$ cat config.mk
export PLATFORM = sky130hd
export DESIGN_NAME = canctl_csr
export DESIGN_NICKNAME = d
export VERILOG_FILES = /design/src/rtl/canctl_pkg.sv /design/src/rtl/canctl_mode_cmd.sv /design/src/rtl/canctl_status.sv /design/src/rtl/canctl_irq.sv /design/src/rtl/canctl_csr.sv
export SDC_FILE = /design/constraint.sdc
export NUM_CORES = 1
export LEC_CHECK = 0
export BUFFER_PORTS_ARGS = -buffer_cell sky130_fd_sc_hd__clkbuf_2
export CORE_ASPECT_RATIO = 1.4
export CORE_MARGIN = 1.5
export CORE_UTILIZATION = 40
export CTS_CLUSTER_SIZE = 30
export DETAILED_ROUTE_END_ITERATION = 10
export PLACE_DENSITY = 0.66
export SYNTH_ARGS = -nofsm -noshare
export SYNTH_HDL_FRONTEND = slang
export SYNTH_SLANG_ARGS = --single-unit
$ cat constraint.sdc
create_clock -name clk -period 2.4 [get_ports clk]
set_input_delay 0.12 -clock clk [delete_from_list [all_inputs] [get_ports clk]]
set_output_delay 0.12 -clock clk [all_outputs]
set_load 0.02 [all_outputs]
$ cat src/rtl/canctl_pkg.sv
package canctl_pkg;
  // register offsets (host-visible decode)
  localparam int unsigned OFS_MODE = 0;
  localparam int unsigned OFS_CMD  = 1;
  localparam int unsigned OFS_STAT = 2;
  localparam int unsigned OFS_RAW  = 3;
  localparam int unsigned OFS_IEN  = 4;

  // mode register
  localparam int unsigned MODE_W      = 5;
  localparam int unsigned MB_RESET    = 0;
  localparam int unsigned MB_LISTEN   = 1;
  localparam int unsigned MB_SELFTEST = 2;
  localparam int unsigned MB_FILTER   = 3;
  localparam int unsigned MB_SLEEP    = 4;
  localparam logic [MODE_W-1:0] MODE_RST = 5'b00001;

  // command strobes
  localparam int unsigned CMD_W      = 5;
  localparam int unsigned CB_TX      = 0;
  localparam int unsigned CB_ABORT   = 1;
  localparam int unsigned CB_RELEASE = 2;
  localparam int unsigned CB_CLROVR  = 3;
  localparam int unsigned CB_SELFRX  = 4;
  // commands refused while the reset-mode bit is set
  localparam logic [CMD_W-1:0] CMD_NEED_OPER = 5'b10001;

  // cause / enable layout
  localparam int unsigned IRQ_W      = 8;
  localparam int unsigned IB_RX      = 0;
  localparam int unsigned IB_TX      = 1;
  localparam int unsigned IB_WARN    = 2;
  localparam int unsigned IB_OVR     = 3;
  localparam int unsigned IB_SPARE   = 4;
  localparam int unsigned IB_PASSIVE = 5;
  localparam int unsigned IB_ARB     = 6;
  localparam int unsigned IB_BUSERR  = 7;

  // status word
  localparam int unsigned STAT_W = 9;
endpackage

$ cat src/rtl/canctl_mode_cmd.sv
module canctl_mode_cmd
  import canctl_pkg::*;
#(
  parameter logic [MODE_W-1:0] RST_VAL = MODE_RST
) (
  input  logic              clk,
  input  logic              rst,
  input  logic              mode_we,
  input  logic              cmd_we,
  input  logic [MODE_W-1:0] mode_wdata,
  input  logic [CMD_W-1:0]  cmd_wdata,
  output logic [MODE_W-1:0] mode_q,
  output logic [CMD_W-1:0]  cmd_q
);

  always_ff @(posedge clk) begin
    if (rst)          mode_q <= RST_VAL;
    else if (mode_we) mode_q <= mode_wdata;
  end

  // one flop per strobe; bits flagged in CMD_NEED_OPER are blocked in reset mode
  for (genvar i = 0; i < CMD_W; i++) begin : g_cmd
    logic blocked;
    assign blocked = CMD_NEED_OPER[i] & mode_q[MB_RESET];
    always_ff @(posedge clk) begin
      if (rst) cmd_q[i] <= 1'b0;
      else     cmd_q[i] <= cmd_we & cmd_wdata[i] & ~blocked;
    end
  end

  // without a command write the strobes are low on the next cycle
  assert_cmd_single_R3: assert property (@(posedge clk) disable iff (rst)
    !cmd_we |=> (cmd_q == '0));

  // transmit and self-receive never strobe from a write made in reset mode
  assert_cmd_gate_R4: assert property (@(posedge clk) disable iff (rst)
    (cmd_we && mode_q[MB_RESET]) |=> (!cmd_q[CB_TX] && !cmd_q[CB_SELFRX]));

endmodule

$ cat src/rtl/canctl_status.sv
module canctl_status
  import canctl_pkg::*;
#(
  parameter int unsigned CNT_W = 7
) (
  input  logic              clk,
  input  logic              rst,
  input  logic [CNT_W-1:0]  rx_count,
  input  logic              tx_buf_free,
  input  logic              tx_done_flag,
  input  logic              receiving,
  input  logic              transmitting,
  input  logic              err_limit,
  input  logic              bus_off,
  input  logic              partial,
  input  logic              ovr_event,
  input  logic              ovr_clear,
  output logic              rx_pending,
  output logic [STAT_W-1:0] stat_word
);

  logic ovr_q;

  // the sticky flag: a new overrun beats a simultaneous clear
  always_ff @(posedge clk) begin
    if (rst)            ovr_q <= 1'b0;
    else if (ovr_event) ovr_q <= 1'b1;
    else if (ovr_clear) ovr_q <= 1'b0;
  end

  assign rx_pending = |rx_count;

  assign stat_word = {partial, bus_off, err_limit, transmitting, receiving,
                      tx_done_flag, tx_buf_free, ovr_q, rx_pending};

  // an overrun always leaves the flag set
  assert_ovr_set_R6: assert property (@(posedge clk) disable iff (rst)
    ovr_event |=> stat_word[1]);

  // a lone clear drops it
  assert_ovr_clr_R6: assert property (@(posedge clk) disable iff (rst)
    (ovr_clear && !ovr_event) |=> !stat_word[1]);

endmodule

$ cat src/rtl/canctl_irq.sv
module canctl_irq
  import canctl_pkg::*;
(
  input  logic             clk,
  input  logic             rst,
  input  logic [IRQ_W-1:0] ev,
  input  logic             rx_pending,
  input  logic             raw_rd,
  input  logic             en_we,
  input  logic [IRQ_W-1:0] en_wdata,
  output logic [IRQ_W-1:0] raw_q,
  output logic [IRQ_W-1:0] en_q,
  output logic             irq_q
);

  logic [IRQ_W-1:0] raw_d;
  logic [IRQ_W-1:0] en_d;

  for (genvar i = 0; i < IRQ_W; i++) begin : g_cause
    if (i == IB_SPARE) begin : g_spare
      assign raw_d[i] = 1'b0;
      assign en_d[i]  = 1'b0;
    end else if (i == IB_RX) begin : g_rx
      // receive cause survives a read while frames are still queued
      assign raw_d[i] = ev[i] | (raw_q[i] & (~raw_rd | rx_pending));
      assign en_d[i]  = en_we ? en_wdata[i] : en_q[i];
    end else begin : g_evt
      assign raw_d[i] = ev[i] | (raw_q[i] & ~raw_rd);
      assign en_d[i]  = en_we ? en_wdata[i] : en_q[i];
    end
  end

  always_ff @(posedge clk) begin
    if (rst) begin
      raw_q <= '0;
      en_q  <= '0;
      irq_q <= 1'b0;
    end else begin
      raw_q <= raw_d;
      en_q  <= en_d;
      irq_q <= |(raw_d & en_d);
    end
  end

  // the line always agrees with the registered cause and enable
  assert_irq_match_R10: assert property (@(posedge clk) disable iff (rst)
    irq_q == |(raw_q & en_q));

  // receive cause held across a read while frames remain
  assert_rx_hold_R8: assert property (@(posedge clk) disable iff (rst)
    (raw_rd && rx_pending && raw_q[IB_RX]) |=> raw_q[IB_RX]);

  // an event coinciding with a read is not lost
  assert_ev_kept_R8: assert property (@(posedge clk) disable iff (rst)
    (raw_rd && ev[IB_BUSERR]) |=> raw_q[IB_BUSERR]);

  // a quiet read empties the register
  assert_rd_clear_R8: assert property (@(posedge clk) disable iff (rst)
    (raw_rd && (ev == '0) && !rx_pending) |=> (raw_q == '0));

endmodule

$ cat src/rtl/canctl_csr.sv
module canctl_csr
  import canctl_pkg::*;
#(
  parameter int unsigned ADDR_W = 5,
  parameter int unsigned CNT_W  = 7,
  parameter int unsigned RD_W   = 16
) (
  input  logic              clk,
  input  logic              rst,
  input  logic [ADDR_W-1:0] bus_addr,
  input  logic              bus_wr,
  input  logic              bus_rd,
  input  logic [7:0]        bus_wdata,
  output logic [RD_W-1:0]   bus_rdata,
  input  logic [CNT_W-1:0]  rx_msg_count,
  input  logic              st_tx_buf_free,
  input  logic              st_tx_done_flag,
  input  logic              st_receiving,
  input  logic              st_transmitting,
  input  logic              st_err_limit,
  input  logic              st_bus_off,
  input  logic              st_partial,
  input  logic              ev_tx_done,
  input  logic              ev_rx_frame,
  input  logic              ev_err_warn,
  input  logic              ev_overrun,
  input  logic              ev_err_passive,
  input  logic              ev_arb_lost,
  input  logic              ev_bus_err,
  output logic              mode_reset,
  output logic              mode_listen,
  output logic              mode_selftest,
  output logic              mode_single_filter,
  output logic              mode_sleep,
  output logic              cmd_tx_req,
  output logic              cmd_tx_abort,
  output logic              cmd_rx_release,
  output logic              cmd_clr_overrun,
  output logic              cmd_self_rx,
  output logic              irq
);

  localparam logic [ADDR_W-1:0] A_MODE = ADDR_W'(OFS_MODE);
  localparam logic [ADDR_W-1:0] A_CMD  = ADDR_W'(OFS_CMD);
  localparam logic [ADDR_W-1:0] A_STAT = ADDR_W'(OFS_STAT);
  localparam logic [ADDR_W-1:0] A_RAW  = ADDR_W'(OFS_RAW);
  localparam logic [ADDR_W-1:0] A_IEN  = ADDR_W'(OFS_IEN);

  logic              mode_we, cmd_we, en_we, raw_rd;
  logic [MODE_W-1:0] mode_q;
  logic [CMD_W-1:0]  cmd_q;
  logic [STAT_W-1:0] stat_word;
  logic              rx_pending;
  logic [IRQ_W-1:0]  ev_vec, raw_q, en_q;

  assign mode_we = bus_wr && (bus_addr == A_MODE);
  assign cmd_we  = bus_wr && (bus_addr == A_CMD);
  assign en_we   = bus_wr && (bus_addr == A_IEN);
  assign raw_rd  = bus_rd && (bus_addr == A_RAW);

  always_comb begin
    ev_vec             = '0;
    ev_vec[IB_RX]      = ev_rx_frame;
    ev_vec[IB_TX]      = ev_tx_done;
    ev_vec[IB_WARN]    = ev_err_warn;
    ev_vec[IB_OVR]     = ev_overrun;
    ev_vec[IB_PASSIVE] = ev_err_passive;
    ev_vec[IB_ARB]     = ev_arb_lost;
    ev_vec[IB_BUSERR]  = ev_bus_err;
  end

  canctl_mode_cmd u_mode_cmd (
    .clk        (clk),
    .rst        (rst),
    .mode_we    (mode_we),
    .cmd_we     (cmd_we),
    .mode_wdata (bus_wdata[MODE_W-1:0]),
    .cmd_wdata  (bus_wdata[CMD_W-1:0]),
    .mode_q     (mode_q),
    .cmd_q      (cmd_q)
  );

  canctl_status #(.CNT_W(CNT_W)) u_status (
    .clk          (clk),
    .rst          (rst),
    .rx_count     (rx_msg_count),
    .tx_buf_free  (st_tx_buf_free),
    .tx_done_flag (st_tx_done_flag),
    .receiving    (st_receiving),
    .transmitting (st_transmitting),
    .err_limit    (st_err_limit),
    .bus_off      (st_bus_off),
    .partial      (st_partial),
    .ovr_event    (ev_overrun),
    .ovr_clear    (cmd_we & bus_wdata[CB_CLROVR]),
    .rx_pending   (rx_pending),
    .stat_word    (stat_word)
  );

  canctl_irq u_irq (
    .clk        (clk),
    .rst        (rst),
    .ev         (ev_vec),
    .rx_pending (rx_pending),
    .raw_rd     (raw_rd),
    .en_we      (en_we),
    .en_wdata   (bus_wdata),
    .raw_q      (raw_q),
    .en_q       (en_q),
    .irq_q      (irq)
  );

  // registered read port; the cause register returns its pre-clear value
  always_ff @(posedge clk) begin
    if (rst) begin
      bus_rdata <= '0;
    end else if (bus_rd) begin
      case (bus_addr)
        A_MODE:  bus_rdata <= RD_W'(mode_q);
        A_STAT:  bus_rdata <= RD_W'(stat_word);
        A_RAW:   bus_rdata <= RD_W'(raw_q);
        A_IEN:   bus_rdata <= RD_W'(en_q);
        default: bus_rdata <= '0;
      endcase
    end
  end

  assign mode_reset         = mode_q[MB_RESET];
  assign mode_listen        = mode_q[MB_LISTEN];
  assign mode_selftest      = mode_q[MB_SELFTEST];
  assign mode_single_filter = mode_q[MB_FILTER];
  assign mode_sleep         = mode_q[MB_SLEEP];

  assign cmd_tx_req      = cmd_q[CB_TX];
  assign cmd_tx_abort    = cmd_q[CB_ABORT];
  assign cmd_rx_release  = cmd_q[CB_RELEASE];
  assign cmd_clr_overrun = cmd_q[CB_CLROVR];
  assign cmd_self_rx     = cmd_q[CB_SELFRX];

  // a mode write is visible on the outputs one cycle later
  assert_mode_load_R2: assert property (@(posedge clk) disable iff (rst)
    mode_we |=> (mode_sleep == $past(bus_wdata[MB_SLEEP]) &&
                 mode_reset == $past(bus_wdata[MB_RESET])));

endmodule

== Yosys cells after proc, flatten, opt, wreduce, memory -nomap -nowiden ==
Index checks and enable logic that the tools add are counted.

* Word-level logic and storage cells: 60
* Output and inout port bits: 27
* Bits in registers: 44
* Bits of input ports: 38

* Mux-type cells: 10
* Eq/ne operators: 4
* Reduce and logical (&&, ||, !) cells: 8
* Bitwise operators: 25

{| class="wikitable"
|+ Operators by type and width
! cell !! number
|-
| $pmux W9 S4 || 1
|-
| $and A1 B1 Y1 || 14
|-
| $eq A5 B2 Y1 const B || 2
|-
| $mux W1 || 9
|-
| $and A8 B8 Y8 || 1
|-
| $or A1 B1 Y1 || 8
|-
| $reduce_or A8 Y1 || 1
|-
| $reduce_or A7 Y1 || 1
|-
| $eq A5 B1 Y1 const B || 1
|-
| $eq A5 B3 Y1 const B || 1
|-
| $logic_not A5 Y1 || 1
|-
| $logic_and A1 B1 Y1 || 4
|-
| $not A1 Y1 || 2
|-
| $reduce_bool A2 Y1 || 1
|}

== Logic depth before layout (Yosys ltp) ==
Gate-level depths: netlist of run 1.

* Depth in word-level cells: 8
* Depth in mapped cells: 6

== Cells and area by module ==
A second synthesis of run 1 with hierarchy kept.

* Cells, all modules: 171
* Area, all modules: 1661.6 um2

{| class="wikitable"
|+ By module, submodules not included
! module !! instances !! area an instance (um2) !! sequential area each (um2) !! cells an instance
|-
| canctl_csr || 1 || 671.9 || 180.2 || 72
|-
| canctl_irq || 1 || 543.0 || 300.3 || 56
|-
| canctl_mode_cmd || 1 || 329.1 || 200.2 || 27
|-
| canctl_status || 1 || 117.6 || 20.0 || 16
|}

== Least setup slack after synthesis of run 1 ==
No wires, ideal clock.

* Path type: in2reg
* Start point: input bus_addr[1]
* End point: register u_irq.irq_q
* Cell stages on the path: 5
* Path buffers: 0
* Path slack: 0.914 ns
* Arrival: 1.352 ns
* Library setup time: 0.134 ns
* Cells stage by stage: nor4b_4 nand3b_4 mux2_4 a222oi_1 a31oi_1

* Longest elaborated chain between the ends: 8
* Elaborated cells on any way between the ends: 29

{| class="wikitable"
|+ Ends and longest elaborated chain
! element !! line !! source
|-
| start, declared || canctl_csr.sv:10 || <nowiki>input logic [ADDR_W-1:0] bus_addr,</nowiki>
|-
| $eq A5 B2 Y1 || canctl_csr.sv:59 || <nowiki>assign raw_rd = bus_rd && (bus_addr == A_RAW);</nowiki>
|-
| $logic_and A1 B1 Y1 || canctl_csr.sv:59 ||
|-
| $not A1 Y1 || canctl_irq.sv:25, canctl_irq.sv:28 ||
|-
| $or A1 B1 Y1 || canctl_irq.sv:25 || <nowiki>assign raw_d[i] = ev[i] | (raw_q[i] & (~raw_rd | rx_pending));</nowiki>
|-
| $and A1 B1 Y1 || canctl_irq.sv:25 ||
|-
| $or A1 B1 Y1 || canctl_irq.sv:25 ||
|-
| $and A8 B8 Y8 (*) || canctl_irq.sv:41 || <nowiki>irq_q <= |(raw_d & en_d);</nowiki>
|-
| $reduce_or A8 Y1 (*) || canctl_irq.sv:41 ||
|-
| end signal, assigned || canctl_irq.sv:41 ||
|-
| end, declared || canctl_irq.sv:13 || <nowiki>output logic irq_q</nowiki>
|}

Every way passes the cells marked *; elsewhere a longest branch is shown, timed or not.
A chain may end at the register's enable or synchronous reset.

== Worst setup path after layout of run 1 ==
Ends and elaborated chain as after synthesis.

==> results by stage, run 1 <==
Cells and area:
- From synthesis to final layout, the design area changed by 27.8%.
- The number of fill cells is 374.
- The share of final-layout standard cells stronger than drive strength 1 is 33.8%.
- In the final design database the tool counted 259 nets.
- The count of inserted antenna diode cells is 0.

Synth:
- For this run, asynchronously set or reset flops after synthesis account for 0%.
- After synthesis the netlist holds a flip-flop and latch count of 35.
- The number of warnings reported in the yosys synthesis log is 0.
- Counting flops with a built-in enable in the synthesized netlist gives 0.
- Dividing the synthesized area by the synthesized cell count gives 9.79 sq um.
- In this run, distinct cell masters in the synthesized netlist total 35.
- The proportion of synthesized chip area in sequential cells is 45.0%.
- The number of cells produced by synthesis is 159.
- The most used flip-flop cell after synthesis is dfxtp_1.
- The cell area that synthesis handed to floorplanning was 1560 sq um.

Detailed routing:
- The detailed-routing iteration count for the pre-antenna-repair pass is 4.
- Across all layers, the routed design uses 1373 vias.
- The routed design has ~3.6 mm of wire.
- The routed via count divided by cell count is 5.20.
- In this run the remaining antenna-violating nets after routing total 0.
- In the routed design, unresolved DRC markers number 0.
- The average wire per standard cell is 13.8 um.
- The number of violations reported at the end of detailed-routing iteration 0 is 19.

Die:
- Row generation in the floorplan step produced 26 rows.
- Once the floorplan was initialized, standard cells occupied a little over two fifths of the core.
- The floorplan step set the die width to between 50 and 60 um.
- The die footprint is 4280 sq um.
- After floorplanning, the core was sized to cover 3680 sq um.
- During I/O placement, the number of pins put on the boundary was 65.
- The overall die height is 76.8 um.

Timing:
- The final cycle utilization of the critical path is a little over three fifths.
- Setup repair after global routing left no endpoint under its margin.
- The count of final max-slew check failures is 0.
- The sum of negative setup slack is 0 ps.
- The number of hold violations in the final report is 0.
- The pin slew with the least headroom to its limit is approximately 650 ps.
- Static timing analysis puts the maximum clock frequency at 659 MHz.
- The worst pin sits at a relative slew slack of 56.8%.
- The setup skew after layout is 5.47 ps.
- The final setup violation count is 0.
- After layout, the minimum clock period comes to 1520 ps.

Min path:
- The worst hold path belongs to the class in -> reg.
- The worst hold path depth is 3.
- The startpoint identified for the worst hold timing path is ev_err_warn.
- For hold timing, the worst endpoint is u_irq.raw_q[2].

Clocking:
- The number of hold-repair buffers added at the cts stage is 0.
- Post-CTS repair changed the size of 0 cells.
- The clock drives 35 sinks.
- TritonCTS created 5 clock buffers.
- The worst-skew pair later-pin latency is 280 ps.
- The library cell used as clock root buffer is clkbuf_8.
- The buffer levels on the longest clock path is 2.
- The H-tree depth is 2.
- TritonCTS built the clock tree.
- The CTS clock-pin slew for the worst setup and hold paths is 70 ps.
- The number of buffers inserted to repair setup after CTS is 0.

Global route:
- The largest net degree at the start of global routing is 32.
- The initial antenna violation count is 0.
- The overall track demand over capacity in global routing is between 10% and 20%.
- The first global-routing pass estimated 5.98 mm of wire.
- The via count of the first global-routing pass is 1334.
- Global routing finished with a remaining overflow of 0.

Pwr:
- The worst-case IR drop observed on VDD is 0.398 mV.
- The overall power is 1.26 mW.
- The clock power share is about 43%.
- The internal portion of the total power is between 0.9 and 1 mW.
- The net switching component of the power is 0.278 mW.
- Of the total power, the share spent switching nets is 22.2%.
- Summed over all cells, the static leakage comes to roughly 0.98 nW.
- The total power divided by cell area is ~630 nW/um^2.
- The part of the power in combinational logic is approximately 9.0%.
- In this run, flip-flops and latches consume between 40% and 50% of the power.

Worst setup path:
- The end of the worst register-to-register path is u_irq.irq_q.
- The largest single stage delay on the critical path is around 400 ps.
- Walking the worst path, the cells encountered are clkbuf_2 -> nor4b_4 -> nand3b_4 -> mux2_4 -> a222oi_1 -> a31oi_1.
- The beginning of the worst register-to-register path is u_irq.en_q[0].
- The arrival time at the worst endpoint is around 1700 ps.
- The slowest library cell on the worst path is nor4b_4.
- In this run the register-to-register setup slack is 1240 ps.
- By startpoint and endpoint, the worst setup path is classified as in -> reg.
- The launching element type of the critical path is an input pin.
- The category of cells accounting for the largest share of critical-path delay is simple AND/OR/NAND/NOR gates.
- The maximum net fanout on the critical path is 7.
- Together, buffers and inverters on the worst path number 1.
- The worst setup path is captured at a flip-flop.
- Data on the critical path is required at its endpoint by 2540 ps.
- The worst register-to-register path has a depth of 3.

Place:
- The detailed placer's ending HPWL is 2.84 mm.
- During placement, the flow inserted port buffers numbering 57.
- The final weighted congestion in routability-driven placement is ~0.74.

Run status:
- The flow ran to the end, and the final reports show no timing, DRC or antenna violations.

Job:
- The tool flagged a number of max-cap violations equal to 0.
==> synthesized netlist by cell type (3+ instances only) <==
library cell / number / area [sq um]
and3b_1: 3 / 26.3
nand2_1: 5 / 18.8
a21oi_1: 6 / 30.0
nor4_1: 3 / 18.8
clkbuf_1: 4 / 15.0
dfxtp_1: 35 / 701
a221oi_1: 7 / 61.3
nor2_1: 23 / 86.3
and3_1: 4 / 25.0
mux2i_1: 13 / 130
a2bb2oi_1: 7 / 61.3
a21o_1: 3 / 22.5
buf_4: 7 / 52.6
and2_1: 3 / 18.8
nor2b_1: 11 / 68.8
==> state kept, by name, indices dropped and copies added, names as in the netlist <==
| register | count |
|---|---|
| bus_rdata | 9 |
| u_irq.en_q | 7 |
| u_irq.irq_q | 1 |
| u_irq.raw_q | 7 |
| u_mode_cmd.cmd_q | 5 |
| u_mode_cmd.mode_q | 5 |
| u_status.ovr_q | 1 |
==> routing by layer <==
layer,vias to the layer above,routed length (um),track usage (%)
li1,689,-,-
met1,644,1460,18.9
met2,32,1950,32.4
met3,8,141,4.05
met4,0,74,9.51
met5,-,0,0
==> power by group through the flow <==
| stage | Clock (mW) | Sequential, mW | Combinational, mW |
|---|---|---|---|
| finish | 0.542 | 0.600 | 0.113 |
| floorplan | 0 | 0.613 | 0.0665 |
| CTS | 0.552 | 0.600 | 0.114 |
| global route | 0.583 | 0.600 | 0.124 |
| global placement | 0 | 0.613 | 0.113 |
| detailed placement | 0 | 0.613 | 0.113 |
==> layout make-up <==
class	count	area, sq um	area share [%]
multi-input cells	117	803	40.4
flip-flops and latches	35	701	35.2
repair buffers	60	308	15.5
clock buffers	6	82.6	4.15
well taps	42	52.6	2.64
clock inverters	2	35.0	1.76
inverters	2	7.51	0.377
==> kinds of logic after synthesis <==
family                 Yosys count  share of synthesized area [%]
muxes                           16                           10.8
AOI/OAI and AO/OA               30                           15.1
buffers and inverters           13                           4.82
and+or+nand+nor                 64                           24.0
other                            1                          0.241
DFF                             35                           45.0
==> layout by cell type, fill, tap and decap left out <==
cell type	Yosys	final
nand2_1	5	5
nand4_1	1	1
bufinv_16	0	1
dfxtp_1	35	35
nand3_1	2	2
a32oi_1	1	1
clkinv_2	0	1
mux2_2	2	2
a21o_1	3	3
nor3b_1	1	1
clkinv_1	1	1
nor3_1	2	2
buf_4	7	3
a31oi_1	1	1
and3b_1	3	3
o22a_1	2	2
nand2b_1	2	2
mux2i_1	13	13
o2bb2ai_1	1	1
nor4_1	3	3
a222oi_1	1	1
nand3b_4	1	1
or3b_2	1	1
nor4_2	1	1
a21oi_1	6	6
nor2b_1	11	11
inv_1	1	1
a2bb2oi_1	7	7
nor4b_4	1	1
clkbuf_8	0	6
mux2_4	1	1
clkbuf_2	0	57
and2_1	3	3
and3_1	4	4
a221oi_1	7	7
a211o_1	1	1
conb_1	1	7
nor2_1	23	23
==> worst max-delay path by stage <==
stage                           start      endpoint  slack [ps]  depth (start not counted)
after floorplan           bus_addr[1]   u_irq.irq_q         910                          5
after global placement    bus_addr[1]   u_irq.irq_q         580                          6
after detailed placement  bus_addr[1]   u_irq.irq_q         590                          6
after CTS                 bus_addr[1]   u_irq.irq_q         890                          6
after global routing      bus_addr[2]  bus_rdata[0]         750                          6
final                     bus_addr[1]   u_irq.irq_q         880                          6
==> tightest hold or removal path: cells and delay by family <==
| kind | cells | cell delay (ps) |
|---|---|---|
| AO/OA/AOI/OAI | 1 | 40 |
| AND/OR/NAND/NOR | 1 | 70 |
| buffers and inverters | 1 | 80 |
==> through the flow <==
stage	utilization (%)	hold WS, ps	setup WS [ps]	instance area [sq um]	std cells
2_1_floorplan	-	237	914	1580	165
5_1_grt	54.1	69.7	745	1990	264
3_5_place_dp	50.9	352	586	1870	256
3_3_place_gp	50.9	347	584	1870	256
4_1_cts	54.1	52.6	888	1990	264
6_report	54.1	54.9	883	1990	264
Power figures use the tool's default switching activity.
==> run 2: changes to the inputs <==
==> constraint.sdc (replaced) <==
create_clock -name clk -period 1.6 [get_ports clk]
set_input_delay 0.08 -clock clk [delete_from_list [all_inputs] [get_ports clk]]
set_output_delay 0.08 -clock clk [all_outputs]
set_load 0.02 [all_outputs]
==> run 2 against run 1 <==
Design area up 2.2%; via count unchanged; register-to-register slack worse by 790 ps; critical path depth unchanged; utilization up 1.2 points; clock power up 13%; non-clock buffer count up 9; die area unchanged; sequential share of layout area down 0.76 points; sequential power up 50%; largest cell class unchanged.
==> results by stage, run 2 (synthesis gave the netlist of run 1 again) <==
Run status:
- The flow ran to the end, and the final reports show no timing, DRC or antenna violations.

Detailed routing:
- The number of violations reported at the end of detailed-routing iteration 0 came to 29 (+10).
- The via count was 1373 (unchanged).
- The detailed-routing iteration count for the pre-antenna-repair pass was 5 (+1).
- The routed via count divided by cell count was 5.03 (-3.3%).
- The remaining antenna violation count after routing is 0 (unchanged).
- The average wire per standard cell is 13.5 um (-1.5%).
- The total wirelength of the detailed-routed design is 3.70 mm (+1.9%).
- The DRC violations left is 0 (unchanged).

Worst setup path:
- The maximum net fanout on the critical path is 4 (-3).
- The type of the worst setup path is in -> reg.
- The arrival time at the worst endpoint is 1460 ps (-200 ps).
- Traced cell by cell, the critical path runs through clkbuf_2 -> nor4b_4 -> nand3b_4 -> mux2_4 -> a222oi_1 -> a31oi_1.
- The slowest stage of the critical path belongs to the cell nor4b_4.
- The nature of the critical path endpoint is a flip-flop.
- The number of cells on the worst reg-to-reg path was 3 (unchanged).
- The launching element type of the critical path is an input pin.
- The stage delay of the slowest cell on the critical path is 360 ps (-30 ps).
- The critical path data required time came to 1760 ps (-780 ps).

Clocking:
- The CTS clock-pin slew for the worst setup and hold paths is 70 ps (about the same).
- The H-tree depth is 2 (unchanged).
- The number of cells upsized or downsized after cts is 0 (unchanged).
- The clock sink count is 35 (unchanged).
- The number of buffers inserted to repair setup after CTS is 0 (unchanged).
- The root buffer cell chosen for the clock tree is clkbuf_8.
- The number of hold-repair buffers added at the cts stage is 0 (unchanged).
- TritonCTS built the clock tree.
- The total clock buffers created by CTS was 5 (unchanged).
- The worst-skew pair later-pin latency is 280 ps (about the same).
- The buffer levels on the longest clock path is 2 (unchanged).

Cells and area:
- The largest registers in the layout are bus_rdata (9), u_irq.en_q (7), u_irq.raw_q (7).
- The final design area excluding fillers is 2030 sq um (+2.2%).
- The library cell used most frequently in the layout, excluding fill and tap cells, is clkbuf_2.
- The count of inserted antenna diode cells is 0 (unchanged).
- The share of the core filled with cells came to 55.3% (+1.2 points).
- The flip-flop count of the largest register after layout is 9 (unchanged).
- Leaving out fill and tap cells, the most frequent cells in the layout are 57 x clkbuf_2, 35 x dfxtp_1, 23 x nor2_1, 13 x mux2i_1.
- The post-route non-filler standard cell count is 273 (+3.4%).
- Compared with the post-synthesis result, the final layout area differs by 30.6%.
- The share of final-layout standard cells stronger than drive strength 1 is 35.5% (+1.7 points).
- The final-stage net count was 268 (+3.5%).
- The largest register by flop count is bus_rdata.

Timing:
- The achievable frequency is 772 MHz.
- The number of hold violations in the final report is 0 (unchanged).
- The post-route minimum period is 1300 ps.
- Setup repair after global routing left no endpoint under its margin.
- The count of final max-slew check failures is 0 (unchanged).
- After layout, the worst path uses 81.0% of the clock period.
- The sum of negative setup slack was 0 ps (unchanged).
- The setup skew after layout was 3.68 ps (-1.79 ps).
- The final setup violation count is 0 (unchanged).

Pwr:
- The cell leakage power is 1.01 nW (+2.9%).
- The overall power is 1.70 mW (+35%).
- The maximum ir drop on the vdd rail is 0.592 mV (+49%).
- The total power divided by cell area is 834 nW/um^2 (+32%).

Die:
- The horizontal die dimension is 55.7 um (unchanged).
- The area of the core was 3680 sq um (unchanged).
- The die footprint is 4280 sq um (unchanged).
- The number of core rows is 26 (unchanged).
- The number of ports placed on the die boundary is 65 (unchanged).
- The initial standard-cell utilization of the core is 42.3% (unchanged).
- The overall die height is 76.8 um (unchanged).

Global route:
- The via count of the first global-routing pass is 1350 (+1.2%).
- The initial antenna violation count came to 0 (unchanged).
- The remaining global-route overflow was 0 (unchanged).
- The wire length of the first global-routing pass came to 6.32 mm (+5.8%).
- The largest net degree at the start of global routing was 31 (-3.1%).
- The overall track demand over capacity in global routing is 18.8% (+0.82 points).

Place:
- The area after detailed placement came to 1950 sq um (+4.3%).
- The post-placement cell count is 265 (+3.5%).
- The final weighted congestion in routability-driven placement is 0.790 (+6.7%).
- The detailed placer's ending HPWL is 2.90 mm (+2.1%).
- The number of input and output port buffers inserted came to 57 (unchanged).

Min path:
- The worst hold path depth came to 3 (unchanged).
- The tightest min-delay check is of the in -> reg type.

Job:
- The number of maximum-capacitance violations came to 0 (unchanged).
==> run 2: changes by cell type in the layout (fill, tap and decap cells not counted), sizes merged <==
cell / change
bufinv: -1
clkbuf: +1
buf: +9
==> run 2: area by class of cell <==
| class | instances | area (sq um) |
|---|---|---|
| inverters | 2 | 7.51 |
| fillers | 376 | 1640 |
| multi-input cells | 117 | 803 |
| well taps | 42 | 52.6 |
| repair buffers | 69 | 388 |
| flip-flops and latches | 35 | 701 |
| clock inverters | 1 | 5.00 |
| clock buffers | 7 | 76.3 |
==> run 2: per-stage QoR <==
stage               hold slack [ps]  setup WS (ps)
floorplan                       197            154
global placement                309           14.7
detailed placement              315           11.3
CTS                            11.8            304
global route                   25.3            240
finish                         18.3            304
==> run 2: report_power, final <==
group / leakage (nW) / switching (mW) / internal [mW]
Combinational: 0.680 / 0.100 / 0.0853
Clock: 0.0422 / 0.307 / 0.305
Sequential: 0.285 / 0.00963 / 0.889
Total: 1.01 / 0.416 / 1.28
==> run 2: final timing paths <==
kind | endpoint | from | slack [ps]
worst max-delay path | u_irq.irq_q | bus_addr[1] | 300
worst min-delay path | u_irq.raw_q[2] | ev_err_warn | 20
worst max register to register | u_irq.irq_q | u_irq.en_q[0] | 450
worst min register to register | bus_rdata[8] | bus_rdata[8] | 450
==> run 2: layer usage <==
| layer | global-route usage, % | routed length [um] | vias to the layer above | part of all wire (%) |
|---|---|---|---|---|
| met5 | 0 | 0 | - | 0 |
| met4 | 7.32 | 46 | 0 | 1.2 |
| met3 | 4.22 | 132 | 5 | 3.6 |
| met2 | 32.9 | 1960 | 28 | 53 |
| met1 | 21.9 | 1560 | 633 | 42 |
| li1 | - | - | 707 | - |
==> run 2: worst max-delay path: cells and delay by family <==
kind                   cells  cell delay, ps
buffers and inverters      1             110
AOI/OAI and AO/OA          2             460
muxes                      1             320
and+or+nand+nor            2             500
